--- src/rtl/sata_hba_pkg.sv ---
package sata_hba_pkg;
  localparam logic [12:0] GLOB_SPAN = 13'h100;
  localparam logic [12:0] PORT_SPAN = 13'h080;

  localparam logic [7:0] G_CAP  = 8'h00;
  localparam logic [7:0] G_CTL  = 8'h04;
  localparam logic [7:0] G_SUM  = 8'h08;
  localparam logic [7:0] G_PRES = 8'h0C;
  localparam logic [7:0] G_VER  = 8'h10;

  localparam logic [6:0] P_STAT = 7'h10;
  localparam logic [6:0] P_ENA  = 7'h14;
  localparam logic [6:0] P_CMD  = 7'h18;
  localparam logic [6:0] P_LSTS = 7'h28;
  localparam logic [6:0] P_LCTL = 7'h2C;
  localparam logic [6:0] P_LERR = 7'h30;
  localparam logic [6:0] P_QACT = 7'h34;
  localparam logic [6:0] P_ISS  = 7'h38;

  localparam logic [31:0] ENA_KEEP  = 32'hFDC0_00FF;
  localparam logic [31:0] CMD_INIT  = 32'h0000_0006;
  localparam int CMD_START = 0;
  localparam int CMD_RXEN  = 4;
  localparam int CMD_RXRUN = 14;
  localparam int CMD_RUN   = 15;

  localparam int CTL_RST = 0;
  localparam int CTL_IEN = 1;

  function automatic logic [31:0] cap_word(input int ports, input int slots);
    logic [31:0] w;
    w = '0;
    w[4:0]   = 5'(ports - 1);
    w[12:8]  = 5'(slots - 1);
    w[23:20] = 4'd1;
    w[30]    = 1'b1;
    return w;
  endfunction
endpackage

--- src/rtl/sata_reg_decode.sv ---
module sata_reg_decode
  import sata_hba_pkg::*;
#(
  parameter int NUM_PORTS = 4
) (
  input  logic                 req_valid,
  input  logic                 req_write,
  input  logic [11:0]          req_addr,
  output logic                 glob_hit,
  output logic [NUM_PORTS-1:0] port_hit,
  output logic                 wr_ok,
  output logic                 rd_ok
);
  localparam logic [12:0] WIN_END = 13'(256 + NUM_PORTS * 128);

  logic [12:0] a13;
  logic [12:0] rel;
  logic        in_win;

  always_comb begin
    a13    = {1'b0, req_addr};
    rel    = a13 - GLOB_SPAN;
    in_win = (a13 >= GLOB_SPAN) && (a13 < WIN_END);
    glob_hit = (a13 < GLOB_SPAN);
    wr_ok  = req_valid && req_write && (req_addr[1:0] == 2'b00);
    rd_ok  = req_valid && !req_write;
  end

  for (genvar i = 0; i < NUM_PORTS; i++) begin : g_hit
    assign port_hit[i] = in_win && (rel[11:7] == 5'(i));
  end
endmodule

--- src/rtl/sata_port_regs.sv ---
module sata_port_regs
  import sata_hba_pkg::*;
#(
  parameter int NUM_SLOTS = 32
) (
  input  logic                 clk,
  input  logic                 rst_n,
  input  logic                 hba_rst,
  input  logic                 wr_en,
  input  logic [6:0]           off,
  input  logic [31:0]          wdata,
  input  logic [31:0]          evt_irq,
  input  logic [31:0]          evt_err,
  input  logic [NUM_SLOTS-1:0] slot_done,
  output logic [31:0]          rdata,
  output logic                 pend
);
  logic [31:0] stat_q, ena_q, cmd_q, lsts_q, lctl_q, lerr_q;
  logic [NUM_SLOTS-1:0] qact_q, iss_q;

  logic wr_stat, wr_ena, wr_cmd, wr_lsts, wr_lctl, wr_lerr, wr_qact, wr_iss;
  logic det_fall, prst;
  logic [31:0] cmd_new;

  always_comb begin
    wr_stat = wr_en && (off == P_STAT);
    wr_ena  = wr_en && (off == P_ENA);
    wr_cmd  = wr_en && (off == P_CMD);
    wr_lsts = wr_en && (off == P_LSTS);
    wr_lctl = wr_en && (off == P_LCTL);
    wr_lerr = wr_en && (off == P_LERR);
    wr_qact = wr_en && (off == P_QACT);
    wr_iss  = wr_en && (off == P_ISS);
    det_fall = wr_lctl && (lctl_q[3:0] == 4'd1) && (wdata[3:0] == 4'd0);
    prst     = hba_rst || det_fall;
    cmd_new  = wdata;
    cmd_new[CMD_RUN]   = wdata[CMD_START];
    cmd_new[CMD_RXRUN] = wdata[CMD_RXEN];
  end

  always_ff @(posedge clk) begin
    if (!rst_n) begin
      stat_q <= '0;
      ena_q  <= '0;
      cmd_q  <= CMD_INIT;
      lsts_q <= '0;
      lctl_q <= '0;
      lerr_q <= '0;
      qact_q <= '0;
      iss_q  <= '0;
    end else begin
      if (prst) stat_q <= evt_irq;
      else      stat_q <= (stat_q & ~(wr_stat ? wdata : 32'h0)) | evt_irq;

      if (prst)        ena_q <= '0;
      else if (wr_ena) ena_q <= wdata & ENA_KEEP;

      if (wr_cmd) cmd_q <= cmd_new;

      if (prst)         lsts_q <= '0;
      else if (wr_lsts) lsts_q <= wdata;

      if (wr_lctl)      lctl_q <= wdata;
      else if (hba_rst) lctl_q <= '0;

      if (prst) lerr_q <= evt_err;
      else      lerr_q <= (lerr_q & ~(wr_lerr ? wdata : 32'h0)) | evt_err;

      if (prst) qact_q <= '0;
      else      qact_q <= (qact_q | (wr_qact ? wdata[NUM_SLOTS-1:0] : '0)) & ~slot_done;

      iss_q <= (iss_q | (wr_iss ? wdata[NUM_SLOTS-1:0] : '0)) & ~slot_done;
    end
  end

  always_comb begin
    rdata = '0;
    case (off)
      P_STAT: rdata = stat_q;
      P_ENA:  rdata = ena_q;
      P_CMD:  rdata = cmd_q;
      P_LSTS: rdata = lsts_q;
      P_LCTL: rdata = lctl_q;
      P_LERR: rdata = lerr_q;
      P_QACT: rdata[NUM_SLOTS-1:0] = qact_q;
      P_ISS:  rdata[NUM_SLOTS-1:0] = iss_q;
      default: rdata = '0;
    endcase
    pend = |(stat_q & ena_q);
  end


  stat_w1c_chk: assert property (@(posedge clk) disable iff (!rst_n)
    (wr_stat && !prst) |=> ((stat_q & $past(wdata) & ~$past(evt_irq)) == 32'h0));


  ena_mask_chk: assert property (@(posedge clk) disable iff (!rst_n)
    (ena_q & ~ENA_KEEP) == 32'h0);


  cmd_mirror_chk: assert property (@(posedge clk) disable iff (!rst_n)
    (cmd_q[CMD_RUN] == cmd_q[CMD_START]) && (cmd_q[CMD_RXRUN] == cmd_q[CMD_RXEN]));


  qact_set_chk: assert property (@(posedge clk) disable iff (!rst_n)
    (wr_qact && !prst && (slot_done == '0)) |=>
      ((qact_q & $past(wdata[NUM_SLOTS-1:0])) == $past(wdata[NUM_SLOTS-1:0])));


  det_fall_chk: assert property (@(posedge clk) disable iff (!rst_n)
    det_fall |=> (ena_q == 32'h0) && (qact_q == '0) && (lsts_q == 32'h0));
endmodule

--- src/rtl/sata_glob_regs.sv ---
module sata_glob_regs
  import sata_hba_pkg::*;
#(
  parameter int          NUM_PORTS = 4,
  parameter int          NUM_SLOTS = 32,
  parameter logic [31:0] VERSION   = 32'h0001_0000
) (
  input  logic                 clk,
  input  logic                 rst_n,
  input  logic                 wr_en,
  input  logic [7:0]           off,
  input  logic [31:0]          wdata,
  input  logic [NUM_PORTS-1:0] pend,
  output logic [31:0]          rdata,
  output logic                 hba_rst,
  output logic                 irq
);
  localparam logic [31:0] CAP_VAL  = cap_word(NUM_PORTS, NUM_SLOTS);
  localparam logic [31:0] PRES_VAL = 32'((64'd1 << NUM_PORTS) - 64'd1);

  logic                 ien_q, aen_q;
  logic [NUM_PORTS-1:0] sum_q;
  logic                 wr_ctl, wr_sum;

  always_comb begin
    wr_ctl  = wr_en && (off == G_CTL);
    wr_sum  = wr_en && (off == G_SUM);
    hba_rst = wr_ctl && wdata[CTL_RST];
  end

  always_ff @(posedge clk) begin
    if (!rst_n) begin
      ien_q <= 1'b0;
      aen_q <= 1'b0;
      sum_q <= '0;
    end else if (hba_rst) begin
      ien_q <= 1'b0;
      aen_q <= 1'b0;
      sum_q <= '0;
    end else begin
      if (wr_ctl) begin
        ien_q <= wdata[CTL_IEN];
        aen_q <= 1'b1;
      end
      sum_q <= (sum_q & ~(wr_sum ? wdata[NUM_PORTS-1:0] : '0)) | pend;
    end
  end

  always_comb begin
    rdata = '0;
    case (off)
      G_CAP:  rdata = CAP_VAL;
      G_CTL:  begin rdata[31] = aen_q; rdata[CTL_IEN] = ien_q; end
      G_SUM:  rdata[NUM_PORTS-1:0] = sum_q;
      G_PRES: rdata = PRES_VAL;
      G_VER:  rdata = VERSION;
      default: rdata = '0;
    endcase
    irq = (|sum_q) && ien_q;
  end


  pend_sum_chk: assert property (@(posedge clk) disable iff (!rst_n)
    ((|pend) && !hba_rst) |=> ((sum_q & $past(pend)) == $past(pend)));


  hba_rst_chk: assert property (@(posedge clk) disable iff (!rst_n)
    hba_rst |=> (sum_q == '0) && !ien_q && !aen_q);


  irq_gate_chk: assert property (@(posedge clk) disable iff (!rst_n)
    (!ien_q) |-> !irq);
endmodule

--- src/rtl/sata_hba_regs.sv ---
module sata_hba_regs
  import sata_hba_pkg::*;
#(
  parameter int          NUM_PORTS = 4,
  parameter int          NUM_SLOTS = 32,
  parameter logic [31:0] VERSION   = 32'h0001_0000
) (
  input  logic                           clk,
  input  logic                           rst_n,
  input  logic                           req_valid,
  input  logic                           req_write,
  input  logic [11:0]                    req_addr,
  input  logic [31:0]                    req_wdata,
  output logic                           rsp_valid,
  output logic [31:0]                    rsp_rdata,
  input  logic [NUM_PORTS*32-1:0]        evt_irq,
  input  logic [NUM_PORTS*32-1:0]        evt_err,
  input  logic [NUM_PORTS*NUM_SLOTS-1:0] slot_done,
  output logic                           irq
);
  logic                 glob_hit, wr_ok, rd_ok, hba_rst;
  logic [NUM_PORTS-1:0] port_hit, pend;
  logic [31:0]          glob_rdata;
  logic [31:0]          port_rdata [NUM_PORTS];
  logic [31:0]          rd_mux;

  sata_reg_decode #(.NUM_PORTS(NUM_PORTS)) dec_i (
    .req_valid(req_valid), .req_write(req_write), .req_addr(req_addr),
    .glob_hit(glob_hit), .port_hit(port_hit), .wr_ok(wr_ok), .rd_ok(rd_ok)
  );

  sata_glob_regs #(.NUM_PORTS(NUM_PORTS), .NUM_SLOTS(NUM_SLOTS), .VERSION(VERSION)) glob_i (
    .clk(clk), .rst_n(rst_n), .wr_en(wr_ok && glob_hit), .off(req_addr[7:0]),
    .wdata(req_wdata), .pend(pend), .rdata(glob_rdata), .hba_rst(hba_rst), .irq(irq)
  );

  for (genvar p = 0; p < NUM_PORTS; p++) begin : g_port
    sata_port_regs #(.NUM_SLOTS(NUM_SLOTS)) port_i (
      .clk(clk), .rst_n(rst_n), .hba_rst(hba_rst),
      .wr_en(wr_ok && port_hit[p]), .off(req_addr[6:0]), .wdata(req_wdata),
      .evt_irq(evt_irq[p*32 +: 32]), .evt_err(evt_err[p*32 +: 32]),
      .slot_done(slot_done[p*NUM_SLOTS +: NUM_SLOTS]),
      .rdata(port_rdata[p]), .pend(pend[p])
    );
  end

  always_comb begin
    rd_mux = glob_hit ? glob_rdata : 32'h0;
    for (int p = 0; p < NUM_PORTS; p++) begin
      if (port_hit[p]) rd_mux = port_rdata[p];
    end
  end

  always_ff @(posedge clk) begin
    if (!rst_n) begin
      rsp_valid <= 1'b0;
      rsp_rdata <= '0;
    end else begin
      rsp_valid <= rd_ok;
      rsp_rdata <= rd_ok ? rd_mux : 32'h0;
    end
  end


  rsp_follow_chk: assert property (@(posedge clk) disable iff (!rst_n)
    (req_valid && !req_write) |=> rsp_valid);


  rsp_only_chk: assert property (@(posedge clk) disable iff (!rst_n)
    !(req_valid && !req_write) |=> !rsp_valid);


  misalign_chk: assert property (@(posedge clk) disable iff (!rst_n)
    (req_valid && req_write && (req_addr[1:0] != 2'b00)) |=> !$past(hba_rst));
endmodule

--- config.mk ---
export PLATFORM = sky130hd
export DESIGN_NAME = sata_hba_regs
export DESIGN_NICKNAME = d
export VERILOG_FILES = /design/src/rtl/sata_hba_pkg.sv /design/src/rtl/sata_reg_decode.sv /design/src/rtl/sata_port_regs.sv /design/src/rtl/sata_glob_regs.sv /design/src/rtl/sata_hba_regs.sv
export SDC_FILE = /design/constraint.sdc
export NUM_CORES = 2
export LEC_CHECK = 0
export CAP_MARGIN = 0
export CORE_MARGIN = 2
export CORE_UTILIZATION = 65
export CTS_BUF_LIST = sky130_fd_sc_hd__clkbuf_8
export DETAILED_ROUTE_END_ITERATION = 7
export DONT_BUFFER_PORTS = 1
export PLACE_DENSITY = 0.81
export SYNTH_ARGS = -nofsm -noshare
export SYNTH_HDL_FRONTEND = slang
export SYNTH_SLANG_ARGS = --single-unit
--- constraint.sdc ---
create_clock -name clk -period 3 [get_ports clk]
set_input_delay 0.15 -clock clk [delete_from_list [all_inputs] [get_ports clk]]
set_output_delay 0.15 -clock clk [all_outputs]
set_load 0.005 [all_outputs]
==> results of run 1 <==
metal layers:
layer | GRT usage (%) | overflow
met5 | 52.3 | 0
met4 | 76.6 | 5
met1 | 86.0 | 0
met2 | 94.2 | 1
met3 | 76.4 | 0
metrics by stage:
| stage | instances | area [sq um] | worst slack, ns | hold slack, ns | utilization [%] |
|---|---|---|---|---|---|
| after floorplan | 5015 | 42900 | 0.590 | 0.220 | - |
| after global placement | 5576 | 44100 | 0.223 | 0.220 | 67.3 |
| after detailed placement | 5576 | 44100 | 0.244 | 0.222 | 67.3 |
| after CTS | 6915 | 58100 | 0.0438 | 0.00141 | 88.5 |
kinds of logic after synthesis:
kind of cell,after synthesis,share of synthesized area [%]
xor+xnor,1,0.0204
buf+inv,533,5.65
flops,995,46.4
mux,73,1.77
fa+ha+maj,3,0.0874
simple gates,1756,19.6
compound gates,1654,26.5
cell usage after synthesis, drive strengths merged, types with 25 or more instances:
master | instances | area share, %
nand2 | 964 | 8.4
buf | 284 | 3.4
dfxtp | 995 | 46
a22oi | 209 | 3.7
a21oi | 478 | 5.9
a221oi | 55 | 1.1
nor3b | 132 | 2.7
a22o | 25 | 0.51
nand3 | 361 | 4.3
nor2 | 51 | 0.55
mux2i | 50 | 1.2
o21ai | 300 | 3.5
nor3 | 150 | 1.8
a32o | 130 | 3.0
clkbuf | 241 | 2.1
a21boi | 241 | 4.2
a222oi | 96 | 2.2
timing repair:
item | CTS
endpoints found under the hold margin | 989
setup buffers | 0
hold buffers | 1057
==> flow_summary_export.csv, run 1 <==
group,metric,value,unit
clocking,clk_path_buf_depth,3,
grt,track_usage,84.0,%
grt,grt_max_degree,390,
status,outcome,"aborted with a tool error",
clocking,cts-root-buf,"clkbuf_8",
yosys,synthesis.area,42900,sq um
yosys,avgSynthCellArea,8.56,sq um
die,die_y,261,um
die,io_pins,466,
grt,grt_pass1_wl,419000,um
clocking,cts_buffers,157,
status,error,"[ERROR GRT-0116] Global routing finished with congestion. Check the congestion regions in the DRC Viewer.",
place,gp_congestion,1.02,
yosys,synth-edff-count,0,
grt,grt-ovfl-total,6,
clocking,cts_resized,0,
yosys,ys_ff_latch,995,
yosys,synthArstFlopShare,0,%
place,detailed_place_hpwl,128000,um
place,io_buffer_count,0,
die,start_util,65.4,%
yosys,ys.flop_type,"dfxtp_1",
grt,grt_pass1_vias,60302,
yosys,synth_fp_nets,5450,
clocking,clock_sinks,995,
yosys,yosysSeqAreaShare,46.4,%
die,fp.dieW,261,um
clocking,htreeDepth,4,
status,haltStage,"5_1_grt",
yosys,synthCells,5015,
yosys,ys_types,84,
die,rows,94,
yosys,synth_warnings,0,
==> inputs of run 2 (changes only) <==
--- a/config.mk
+++ b/config.mk
@@ -7,11 +7,10 @@
 export LEC_CHECK = 0
 export CAP_MARGIN = 0
 export CORE_MARGIN = 2
-export CORE_UTILIZATION = 65
-export CTS_BUF_LIST = sky130_fd_sc_hd__clkbuf_8
+export CORE_UTILIZATION = 40
 export DETAILED_ROUTE_END_ITERATION = 7
 export DONT_BUFFER_PORTS = 1
-export PLACE_DENSITY = 0.81
+export PLACE_DENSITY_LB_ADDON = 0.15
 export SYNTH_ARGS = -nofsm -noshare
 export SYNTH_HDL_FRONTEND = slang
 export SYNTH_SLANG_ARGS = --single-unit
==> run 2 against run 1 <==
  * The flow now finishes, with violations (design-rule violations, max-slew violations, negative setup slack)
  * Area after synthesis is the same
  * Synthesized cell count unchanged
==> flow_summary_export.csv, run 2 <==
group,metric,value,unit
routing,dr.pass1.iters,8,
hold_path,hold_path_class,"input pin to register",
die,fp.dieW,332,um
yosys,yosys.area.top_type,"dfxtp_1",
cells_and_area,stdcell_area,58000,sq um
yosys,yosysSeqAreaShare,46.4,%
clocking,cts_tree,"done",
timing,max_freq,332,MHz
routing,vias_per_cell,6.48,
clocking,clkTransAtPathRegs,0.06,ns
cells_and_area,final_cell_mix,"dfxtp_1, nand2_1, dlygate4sd3_1",
yosys,synth.most_common_cell,"dfxtp_1",
clocking,cts_buffers,110,
critical_path,startpoint_type,"input pin",
critical_path,criticalPathCategory,"input pin to register",
place,gp_congestion,0.965,
critical_path,required,3.63,ns
yosys,synth_warnings,0,
yosys,synthesis.area,42900,sq um
grt,antenna_found_initial,28,
grt,grt_pass1_vias,44541,
timing,finalCritPeriodShare,100,%
place,io_buffer_count,0,
die,rows,120,
yosys,ys_ff_latch,995,
cells_and_area,layout.nets,6144,
cells_and_area,syn2layout_area_growth,35.0,%
grt,grt_max_degree,422,
pwr,leakage,20.0,nW
die,io_pins,466,
flow_run,drv_cap,0,
pwr,powerDensity,526,nW/um^2
pwr,switching_share,24.3,%
timing,clock_skew,0.0461,ns
timing,slew_viol_final,35,
pwr,comb_power_share,7.3,%
critical_path,r2r-end,"g_port[2].port_i.lerr_q[26]",
yosys,synthCells,5015,
yosys,ys_types,84,
hold_path,hold_path_end,"rsp_rdata[31]",
pwr,irDropWorstVdd,0.423,mV
die,start_util,40.2,%
timing,setup_slack,-0.0108,ns
critical_path,crit_path_end_kind,"register",
die,core-area,107000,sq um
timing,setup_viol,1,
pwr,clkPwrFrac,47.1,%
routing,post_drt_wl_per_cell,32.4,um
yosys,synth_fp_nets,5450,
yosys,synthArstFlopShare,0,%
clocking,htreeDepth,3,
timing,rsz0062_at_grt,"false",
die,dieArea,110000,sq um
place,dpl_cell_area,45100,sq um
pwr,p_int,0.0231,W
pwr,pwr-share-seq,45.6,%
clocking,post_cts_buffers,0,
grt,grt-ovfl-total,0,
critical_path,reg2reg_from,"g_port[2].port_i.lctl_q[0]",
clocking,clock_latency,0.73,ns
routing,routed_wl,234000,um
timing,hold_slack,0.0263,ns
place,dp_slack,0.0815,ns
yosys,synthTopCellsByArea,"dfxtp_1, nand2_1, a21oi_1, nand3_1, a22oi_1",
hold_path,worstHoldStart,"req_addr[2]",
critical_path,crit_fanout,17,
timing,tightestPinTransition,1.53,ns
cells_and_area,final_common_cell,"dfxtp_1",
grt,grt_pass1_wl,328000,um
yosys,avgSynthCellArea,8.56,sq um
pwr,p_switching,0.00740,W
timing,hold_violations,0,
die,die_y,332,um
yosys,synth_common_cells,"dfxtp_1, nand2_1, a21oi_1",
pwr,power,0.0305,W
routing,vias,46787,
timing,finalCriticalPeriod,3.01,ns
yosys,synth_top_area_share,46.4,%
cells_and_area,drive_above_1_share,10.2,%
critical_path,reg2reg_depth,5,
routing,antenna_left,0,
hold_path,min_delay_path_depth,5,
timing,slew_headroom,-1.88,%
routing,drt_iter0_drc,7233,
yosys,ys.flop_type,"dfxtp_1",
place,detailed_place_hpwl,144000,um
clocking,cts-root-buf,"clkbuf_16",
status,outcome,"finished with violations",
critical_path,arrival,3.64,ns
routing,drcViolationCount,2,
status,violations,"design-rule violations, max-slew violations, negative setup slack",
critical_path,r2r_setup_slack,0.13,ns
clocking,clk_path_buf_depth,3,
clocking,clock_sinks,995,
grt,track_usage,40.8,%
yosys,synth-edff-count,0,
[run 2: timing repair]
action,4_1_cts,5_1_grt
hold endpoints to repair,975,0
hold buffers,883,0
endpoints found under the setup margin,0,0
gates resized for setup,0,0
[run 2: logic make-up (layout without fill, tap and decap cells)]
family | count (synthesis) | after routing | share of synthesized area [%]
other | 0 | 21 | 0
flip-flops | 995 | 995 | 46.4
AO/OA/AOI/OAI | 1654 | 1654 | 26.5
multiplexers | 73 | 73 | 1.77
XOR/XNOR | 1 | 1 | 0.0204
AND/OR/NAND/NOR | 1756 | 1756 | 19.6
adder cells (fa/ha/maj) | 3 | 3 | 0.0874
buffers and inverters | 533 | 1314 | 5.65
[run 2: layout make-up]
cell class | count | area (sq um)
multi-input combinational | 3487 | 20900
sequential | 995 | 19900
timing repair buffer | 1107 | 11500
clock inverter | 35 | 435
tap | 1403 | 1760
clock buffer | 164 | 3330
inverter | 8 | 30.0
antenna | 21 | 52.6
fill | 9894 | 48800
[run 2: worst max-delay path by stage]
| stage | depth (start not counted) | slack (ns) | startpoint | to |
|---|---|---|---|---|
| detailed placement | 10 | 0.08 | req_addr[8] | rsp_rdata[28] |
| CTS | 9 | 0.17 | req_addr[7] | g_port[2].port_i.lerr_q[4] |
| floorplan | 11 | 0.59 | req_addr[8] | g_port[2].port_i.lerr_q[15] |
| global route | 9 | 0.03 | req_addr[7] | g_port[2].port_i.lerr_q[26] |
| global placement | 8 | 0.07 | req_addr[8] | rsp_rdata[26] |
| finish | 9 | -0.01 | req_addr[7] | g_port[2].port_i.lerr_q[26] |
[run 2: worst max-delay path: stages]
cell and delay (ns):
dlygate4sd3_1 1.33, inv_1 0.19, nand3_1 0.15, buf_4 0.26, nor2_2 0.14, a31oi_4 0.18
buf_4 0.37, a32o_1 0.26, dlygate4sd3_1 0.58
[run 2: metrics by stage]
step	cells	utilization, %	TNS (ns)
after floorplan	5015	-	0
after global placement	6117	42.3	0
after detailed placement	6117	42.3	0
after CTS	7199	54.2	0
after global routing	7205	54.3	0
final	7220	54.3	-0.0108
[run 2: power by group through the flow]
stage / Sequential (W) / Clock, W / Combinational [W]
final: 0.0139 / 0.0144 / 0.00222
after global routing: 0.0139 / 0.0148 / 0.00229
after CTS: 0.0139 / 0.0143 / 0.00214
after detailed placement: 0.0142 / 0 / 0.000998
after global placement: 0.0142 / 0 / 0.000982
after floorplan: 0.0140 / 0 / 0.000928
[run 2: per-layer routing]
metal / global-route usage (%) / vias up / wire length (um)
met1: 52.2 / 22779 / 88500
met2: 62.0 / 3461 / 101000
met3: 10.3 / 808 / 28900
met4: 23.9 / 26 / 15800
li1: - / 19713 / -
met5: 0 / - / 191
No activity file was read; power rests on OpenSTA's default activity.
